### config.mk
export PLATFORM = sky130hd
export DESIGN_NAME = ssc_flag_ctrl
export DESIGN_NICKNAME = d
export VERILOG_FILES = /design/src/rtl/ssc_flag_ctrl.sv
export SDC_FILE = /design/constraint.sdc
export NUM_CORES = 1
export LEC_CHECK = 0
export BUFFER_PORTS_ARGS = -buffer_cell sky130_fd_sc_hd__buf_4
export CAP_MARGIN = 20
export CORE_MARGIN = 8
export CORE_UTILIZATION = 41
export DETAILED_ROUTE_END_ITERATION = 8
export PLACE_DENSITY = 0.9
export SYNTH_ARGS = -nofsm -noshare
export SYNTH_HDL_FRONTEND = slang
export SYNTH_SLANG_ARGS = --single-unit
### constraint.sdc
create_clock -name clk -period 1.6 [get_ports clk]
set_input_delay 0.08 -clock clk [delete_from_list [all_inputs] [get_ports clk]]
set_output_delay 0.08 -clock clk [all_outputs]
set_load 0.02 [all_outputs]
### src/rtl/ssc_flag_ctrl.sv
module ssc_flag_ctrl #(
  parameter int CFG_W = 16,
  parameter logic [CFG_W-1:0] CFG_RST = CFG_W'(16'h1F00)
) (
  input  logic             clk,
  input  logic             rst_n,
  input  logic             cmd_we,
  input  logic [15:0]      cmd_wdata,
  input  logic             cfg_we,
  input  logic [CFG_W-1:0] cfg_wdata,
  input  logic [5:0]       err_evt,
  input  logic             busy_in,
  output logic [15:0]      status_o,
  output logic [CFG_W-1:0] cfg_o,
  output logic             err_irq
);

  localparam int NERR = 6;

  logic            en_q, ms_q;
  logic [NERR-1:0] err_q;
  logic [CFG_W-1:0] cfg_q;

  // index: 0 mode, 1 tx ovf, 2 rx ovf, 3 abort, 4 tx unf, 5 rx unf
  wire [NERR-1:0] clr_s = cmd_we ? {cmd_wdata[4], cmd_wdata[11:8], cmd_wdata[6]} : '0;
  wire [NERR-1:0] set_s = cmd_we ? {cmd_wdata[5], cmd_wdata[15:12], cmd_wdata[7]} : '0;
  wire [NERR-1:0] gate  = {cfg_q[12:8], 1'b1};
  wire [NERR-1:0] hit   = err_evt & gate;

  always_ff @(posedge clk or negedge rst_n) begin
    if (!rst_n) begin
      en_q  <= 1'b0;
      ms_q  <= 1'b0;
      err_q <= '0;
      cfg_q <= CFG_RST;
    end else begin
      if (cmd_we && (cmd_wdata[1] ^ cmd_wdata[0])) en_q <= cmd_wdata[1];
      if (cmd_we && (cmd_wdata[3] ^ cmd_wdata[2])) ms_q <= cmd_wdata[3];
      if (cfg_we && !en_q) cfg_q <= cfg_wdata;
      err_q <= hit | (set_s & ~clr_s) | (err_q & ~(clr_s & ~set_s));
    end
  end

  assign status_o = {2'b00, busy_in, err_q, 5'b00000, ms_q, en_q};
  assign cfg_o    = cfg_q;
  assign err_irq  = |err_q;

  a_r2_both_en: assert property (@(posedge clk) disable iff (!rst_n)
    cmd_we && cmd_wdata[1] && cmd_wdata[0] |=> $stable(status_o[0]));

  a_r4_hold: assert property (@(posedge clk) disable iff (!rst_n)
    !cmd_we && err_evt == 6'd0 |=> $stable(status_o[12:0]));

  a_r5_capture: assert property (@(posedge clk) disable iff (!rst_n)
    |(err_evt & {cfg_o[12:8], 1'b1}) |=> err_irq);

  a_r6_evt_wins: assert property (@(posedge clk) disable iff (!rst_n)
    err_evt[3] && cfg_o[10] |=> status_o[10]);

  a_r7_irq_drop: assert property (@(posedge clk) disable iff (!rst_n)
    $fell(err_irq) |-> $past(cmd_we));

  a_r9_locked: assert property (@(posedge clk) disable iff (!rst_n)
    cfg_we && status_o[0] |=> $stable(cfg_o));

endmodule

==> run metrics, run 1 <==
final worst setup slack=0.276 ns; CP delay by family, top=flip-flops; Setup TNS Final=0 ns; synth cell count leaders=19 x dfrtp_1, 10 x buf_4, 10 x mux2_4, 9 x a21oi_1, 9 x o21ai_0; Hold WS=0.00217 ns; Initial DRT Pass Iterations=4; first-pass GRT wire length=4890 µm; fin cells=211; Top FF cell, synth=dfrtp_1; placed cells=186; compound-gate portion of the synthesized area=11.8%; DP HPWL=2440 µm; crit path DAT=1.52 ns; Worst Setup Path Type=reg2reg; post-place setup slack=0.305 ns; post-synthesis cell area=1150 µm²; Final min period=1.32 ns; drt wl/cell=16.8 µm; Post-Synth Adder-Cell Area=0%; Vias/cell=4.74; Post-Route WL=3550 µm; Worst-Skew Late Latency=0.30 ns; Fin Clk Skew=0.00353 ns; FMAX=755 MHz; ys async rst share=100%; register area share after synthesis=52.9%; max incr delay on CP=0.44 ns; Max clock buf depth=2; unrepaired setup endpoints after global routing=no; Data required, critical path=1.79 ns; maxcap violations=0; # IOs=76; Final Max Slew Viols=0; post-CTS setup buffers=0; Leak=0.892 nW; mux share of post-synthesis cell area=19.0%; area share of the largest cell type after synthesis=41.4%; Simple-Gate Fraction of Synth Area=6.43%; RD Place Congestion=0.815; Pwr Total=2.15 mW; Total GRT Usage=13.4%; startpoint of the worst register-to-register path=en_q; hold path start=cfg_wdata[1]; # setup viols final=0; CP bufs+invs=1; Die Y=68.9 µm; initial antenna violation count=0; GRT overflow=0; clock transition at the registers of the reported paths=0.13 ns; critical-path cell list=nor2b_2 -> buf_4 -> mux2_2; fin nets=224; Root Driver=clkbuf_4; Yosys cell types=18; Post-route DRC=0; vias in the first global route=1,080; r2r endpoint=cfg_o[4]; count leader, synth=dfrtp_1; H-tree levels=1; Fin. Hold Viols=0; R2R depth=3; critical path peak fanout=16; Inserted Clock Buffers=3; top cells by area, synth=dfrtp_1 41%, mux2_4 13%, dfstp_2 11%; DRT iter0 DRCs=22; YS warnings=0; largest family of logic cells by synthesized area=multiplexers; Power Dens Cells=1160 nW/µm²; critical path's slowest cell=dfrtp_1; via count=1,000; TritonCTS clock tree=yes; area delta synth->final=61.9%; Tcrit/Tclk final=82.8%; Hold Path Stages=2; Core Region=2710 µm²; syn_area_per_cell=12.1 µm²; Hold Path End=cfg_o[1]; post_cts resized=0; share of cells above drive strength 1=51.7%; largest net degree at the start of global routing=25; PortBufs=66; Post-Synthesis Cells=95; TritonCTS Sinks=24; Yosys reg bits=24; # rows=19; antenna cells=0; R2R setup slack=0.28 ns; Synth Area in XOR/XNOR=0%; Hold Crit Class=in2reg; Starting Density=42.3%; Post-synth EDFFs=0; cell taking the most area after synthesis=dfrtp_1; Hold Buf Count CTS=11; CP startpoint kind=flip-flop; DRT antenna net count=0; status=finished clean; die width=68.9 µm; full die area=4750 µm²; Setup crit end kind=flip-flop; Max rail drop VDD=0.000980 V
layout make-up:
cell class	count	area, µm²
clock buffers	4	36.3
fillers	191	852
inverters	2	7.51
multi-input cells	62	455
flip-flops and latches	24	607
well taps	31	38.8
repair buffers	88	713
metal layers:
| metal | GRT usage [%] | vias up | wire, µm |
|---|---|---|---|
| met3 | 5.82 | 4 | 393 |
| met4 | 1.75 | 0 | 29 |
| met5 | 0 | - | 0 |
| li1 | - | 477 | - |
| met2 | 23.0 | 52 | 1840 |
| met1 | 15.4 | 467 | 1290 |
worst reg2reg max path, delay by kind of cell, from the launching register on:
family	cells	cell delay [ns]
and+or+nand+nor	1	0.12
DFF	1	0.44
muxes	1	0.39
buffers and inverters	1	0.27
flip-flops by register name, indices dropped and copies added, names as in the netlist:
name   flops
en_q       1
ms_q       1
err_q      6
cfg_o     16
cells by family (layout without fill, tap and decap cells):
logic type | after synthesis | in the layout
AO/OA/AOI/OAI | 24 | 24
flip-flops | 24 | 24
multiplexers | 16 | 16
AND/OR/NAND/NOR | 15 | 15
buffers and inverters | 15 | 94
other | 1 | 7
power by group:
| part | switching, mW | internal, mW |
|---|---|---|
| logic | 0.434 | 0.477 |
| registers | 0.135 | 0.800 |
| clock network | 0.167 | 0.139 |
| total | 0.736 | 1.42 |
stage by stage:
step                cell area (µm²)  util [%]
detailed placement             1610      59.5
global placement               1610      59.5
floorplan                      1170         -
CTS                            1760      64.9
finish                         1860      68.6
global route                   1860      68.6
worst max path at each step:
stage / startpoint / end / slack, ns / cells past startpoint
2_1_floorplan: en_q / cfg_o[13] / 0.37 / 4
3_3_place_gp: en_q / cfg_o[3] / 0.36 / 3
3_5_place_dp: en_q / cfg_o[2] / 0.30 / 3
4_1_cts: err_q[1] / err_irq / 0.27 / 3
5_1_grt: err_q[1] / err_irq / 0.20 / 3
6_report: en_q / cfg_o[4] / 0.28 / 3
layout by cell type, fill, tap and decap left out, drive strengths merged:
| master | synthesis | final |
|---|---|---|
| nand2 | 7 | 7 |
| inv | 2 | 2 |
| o21bai | 1 | 1 |
| nor2b | 1 | 1 |
| nor4 | 1 | 1 |
| clkbuf | 0 | 4 |
| a21boi | 5 | 5 |
| dfstp | 5 | 5 |
| buf | 13 | 67 |
| nor2 | 1 | 1 |
| mux2 | 16 | 16 |
| o21ai | 9 | 9 |
| dlygate4sd3 | 0 | 21 |
| nand2b | 5 | 5 |
| conb | 1 | 7 |
| a21oi | 9 | 9 |
| dfrtp | 19 | 19 |
Note: power is estimated with default switching activity, not from simulation.
==> run 2: changes to the inputs <==
- CORE_UTILIZATION: 41 -> 37
- PLACE_DENSITY: 0.9 -> 0.86
- clock period: 1.6 -> 1.2 ns (I/O delays scaled with it)
==> run 2 against run 1 <==
Against the previous run: the run now ends with negative setup slack left; die area grew 8.2%; register-to-register slack got worse by 0.27 ns; sequential power up 33%; cell area is 8.2% higher; flip-flop and latch count unchanged; combinational power rose by 47%; critical path type is now reg2out; largest cell class unchanged; largest power group is now combinational cells.
==> run metrics, run 2 (synthesized netlist as in run 1, its figures left out) <==
R2R depth=3; critical path peak fanout=2; Fin. Hold Viols=0; Pwr Total=3.01 mW; # rows=20; Hold Path End=err_q[0]; crit path DAT=1.21 ns; Max clock buf depth=2; hold path start=cmd_wdata[7]; Core Region=3000 µm²; GRT overflow=0; # setup viols final=1; status=finished, violations left; Post-route DRC=0; most frequent cells in the layout=69 x buf_4, 27 x dlygate4sd3_1, 19 x dfrtp_1; DP HPWL=2440 µm; Worst-Skew Late Latency=0.32 ns; drt wl/cell=16.1 µm; TritonCTS Sinks=24; Die Y=71.7 µm; first-pass GRT wire length=5510 µm; post-place setup slack=-0.0102 ns; Power Dens Cells=1500 nW/µm²; Root Driver=clkbuf_4; FMAX=788 MHz; largest net degree at the start of global routing=25; TritonCTS clock tree=yes; clock transition at the registers of the reported paths=0.12 ns; Setup crit end kind=output pin; vias in the first global route=1,191; fin nets=237; Hold Crit Class=in2reg; Starting Density=38.2%; failing checks=negative setup slack; maxcap violations=0; PortBufs=66; unrepaired setup endpoints after global routing=yes; Fin Clk Skew=0.0103 ns; initial antenna violation count=0; Vias/cell=4.64; Worst Setup Path Type=reg2out; via count=1,049; Hold Path Stages=3; final worst setup slack=-0.0692 ns; H-tree levels=1; full die area=5140 µm²; share of cells above drive strength 1=52.3%; Final min period=1.27 ns; commonest non-fill, non-tap cell in the layout=buf_4; Initial DRT Pass Iterations=4; area delta synth->final=75.2%; antenna cells=0; Largest register FFs=16; Tcrit/Tclk final=106%; RD Place Congestion=0.835; # IOs=76; Data required, critical path=1.14 ns; Post-Route WL=3650 µm; R2R setup slack=0.01 ns; DRT iter0 DRCs=13; DRT antenna net count=0; CP startpoint kind=flip-flop; Leak=0.968 nW; Final Max Slew Viols=0; Total GRT Usage=13.5%; Util after Layout=67.0%; die width=71.7 µm; r2r endpoint=cfg_o[3]; Max rail drop VDD=0.000945 V; startpoint of the worst register-to-register path=en_q; Inserted Clock Buffers=3
[run 2: cell types whose count changed in the layout (fill, tap and decap cells not counted), sizes merged]
cell	change
buf	+7
dlygate4sd3	+6
[run 2: worst max-delay path by stage]
stage	start	endpoint	slack [ns]
3_3_place_gp	en_q	cfg_o[2]	0.03
4_1_cts	err_q[5]	err_irq	-0.08
6_report	err_q[5]	err_irq	-0.07
3_5_place_dp	en_q	cfg_o[4]	-0.01
5_1_grt	err_q[5]	err_irq	-0.12
2_1_floorplan	en_q	cfg_o[13]	-0.01
[run 2: power breakdown]
part / leakage [nW] / internal (mW) / switching [mW] / total [mW]
logic: 0.682 / 0.735 / 0.608 / 1.34
registers: 0.265 / 1.07 / 0.173 / 1.24
clock network: 0.0210 / 0.185 / 0.240 / 0.425
total: 0.968 / 1.99 / 1.02 / 3.01
[run 2: critical path, stage by stage (launching register included)]
cell	delay, ns
dfrtp_1	0.41
nor4_2	0.27
nand2_1	0.09
buf_6	0.14
[run 2: timing repair]
item / 4_1_cts / 5_1_grt
buffers inserted: 4 / 1
cloned: 0 / 1
pin swaps: 2 / 0
endpoints found under the setup margin: 7 / 6
hold buffers: 26 / 1
resized for setup: 3 / 8
hold endpoints to repair: 48 / 1
[run 2: metal layers]
metal  global-route usage [%]  wire (µm)
met3                     6.00        334
met1                     13.1       1340
met2                     25.4       1950
met5                        0          0
met4                     2.72         18
[run 2: per-stage QoR]
step | cell area, µm² | TNS [ns] | hold slack (ns) | cells
after global placement | 1620 | 0 | -0.0358 | 189
after floorplan | 1170 | -0.0675 | -0.236 | 101
after global routing | 2010 | -0.147 | 0.00276 | 226
final | 2010 | -0.0692 | 0.00781 | 226
after detailed placement | 1620 | -0.0102 | -0.0265 | 189
after CTS | 1960 | -0.0784 | 0.00168 | 223
[run 2: layout make-up]
| cell class | instances | area (µm²) |
|---|---|---|
| clock buffer | 4 | 36.3 |
| fill | 229 | 992 |
| inverter | 2 | 7.51 |
| sequential | 24 | 607 |
| multi-input combinational | 62 | 474 |
| tap | 33 | 41.3 |
| timing repair buffer | 101 | 845 |
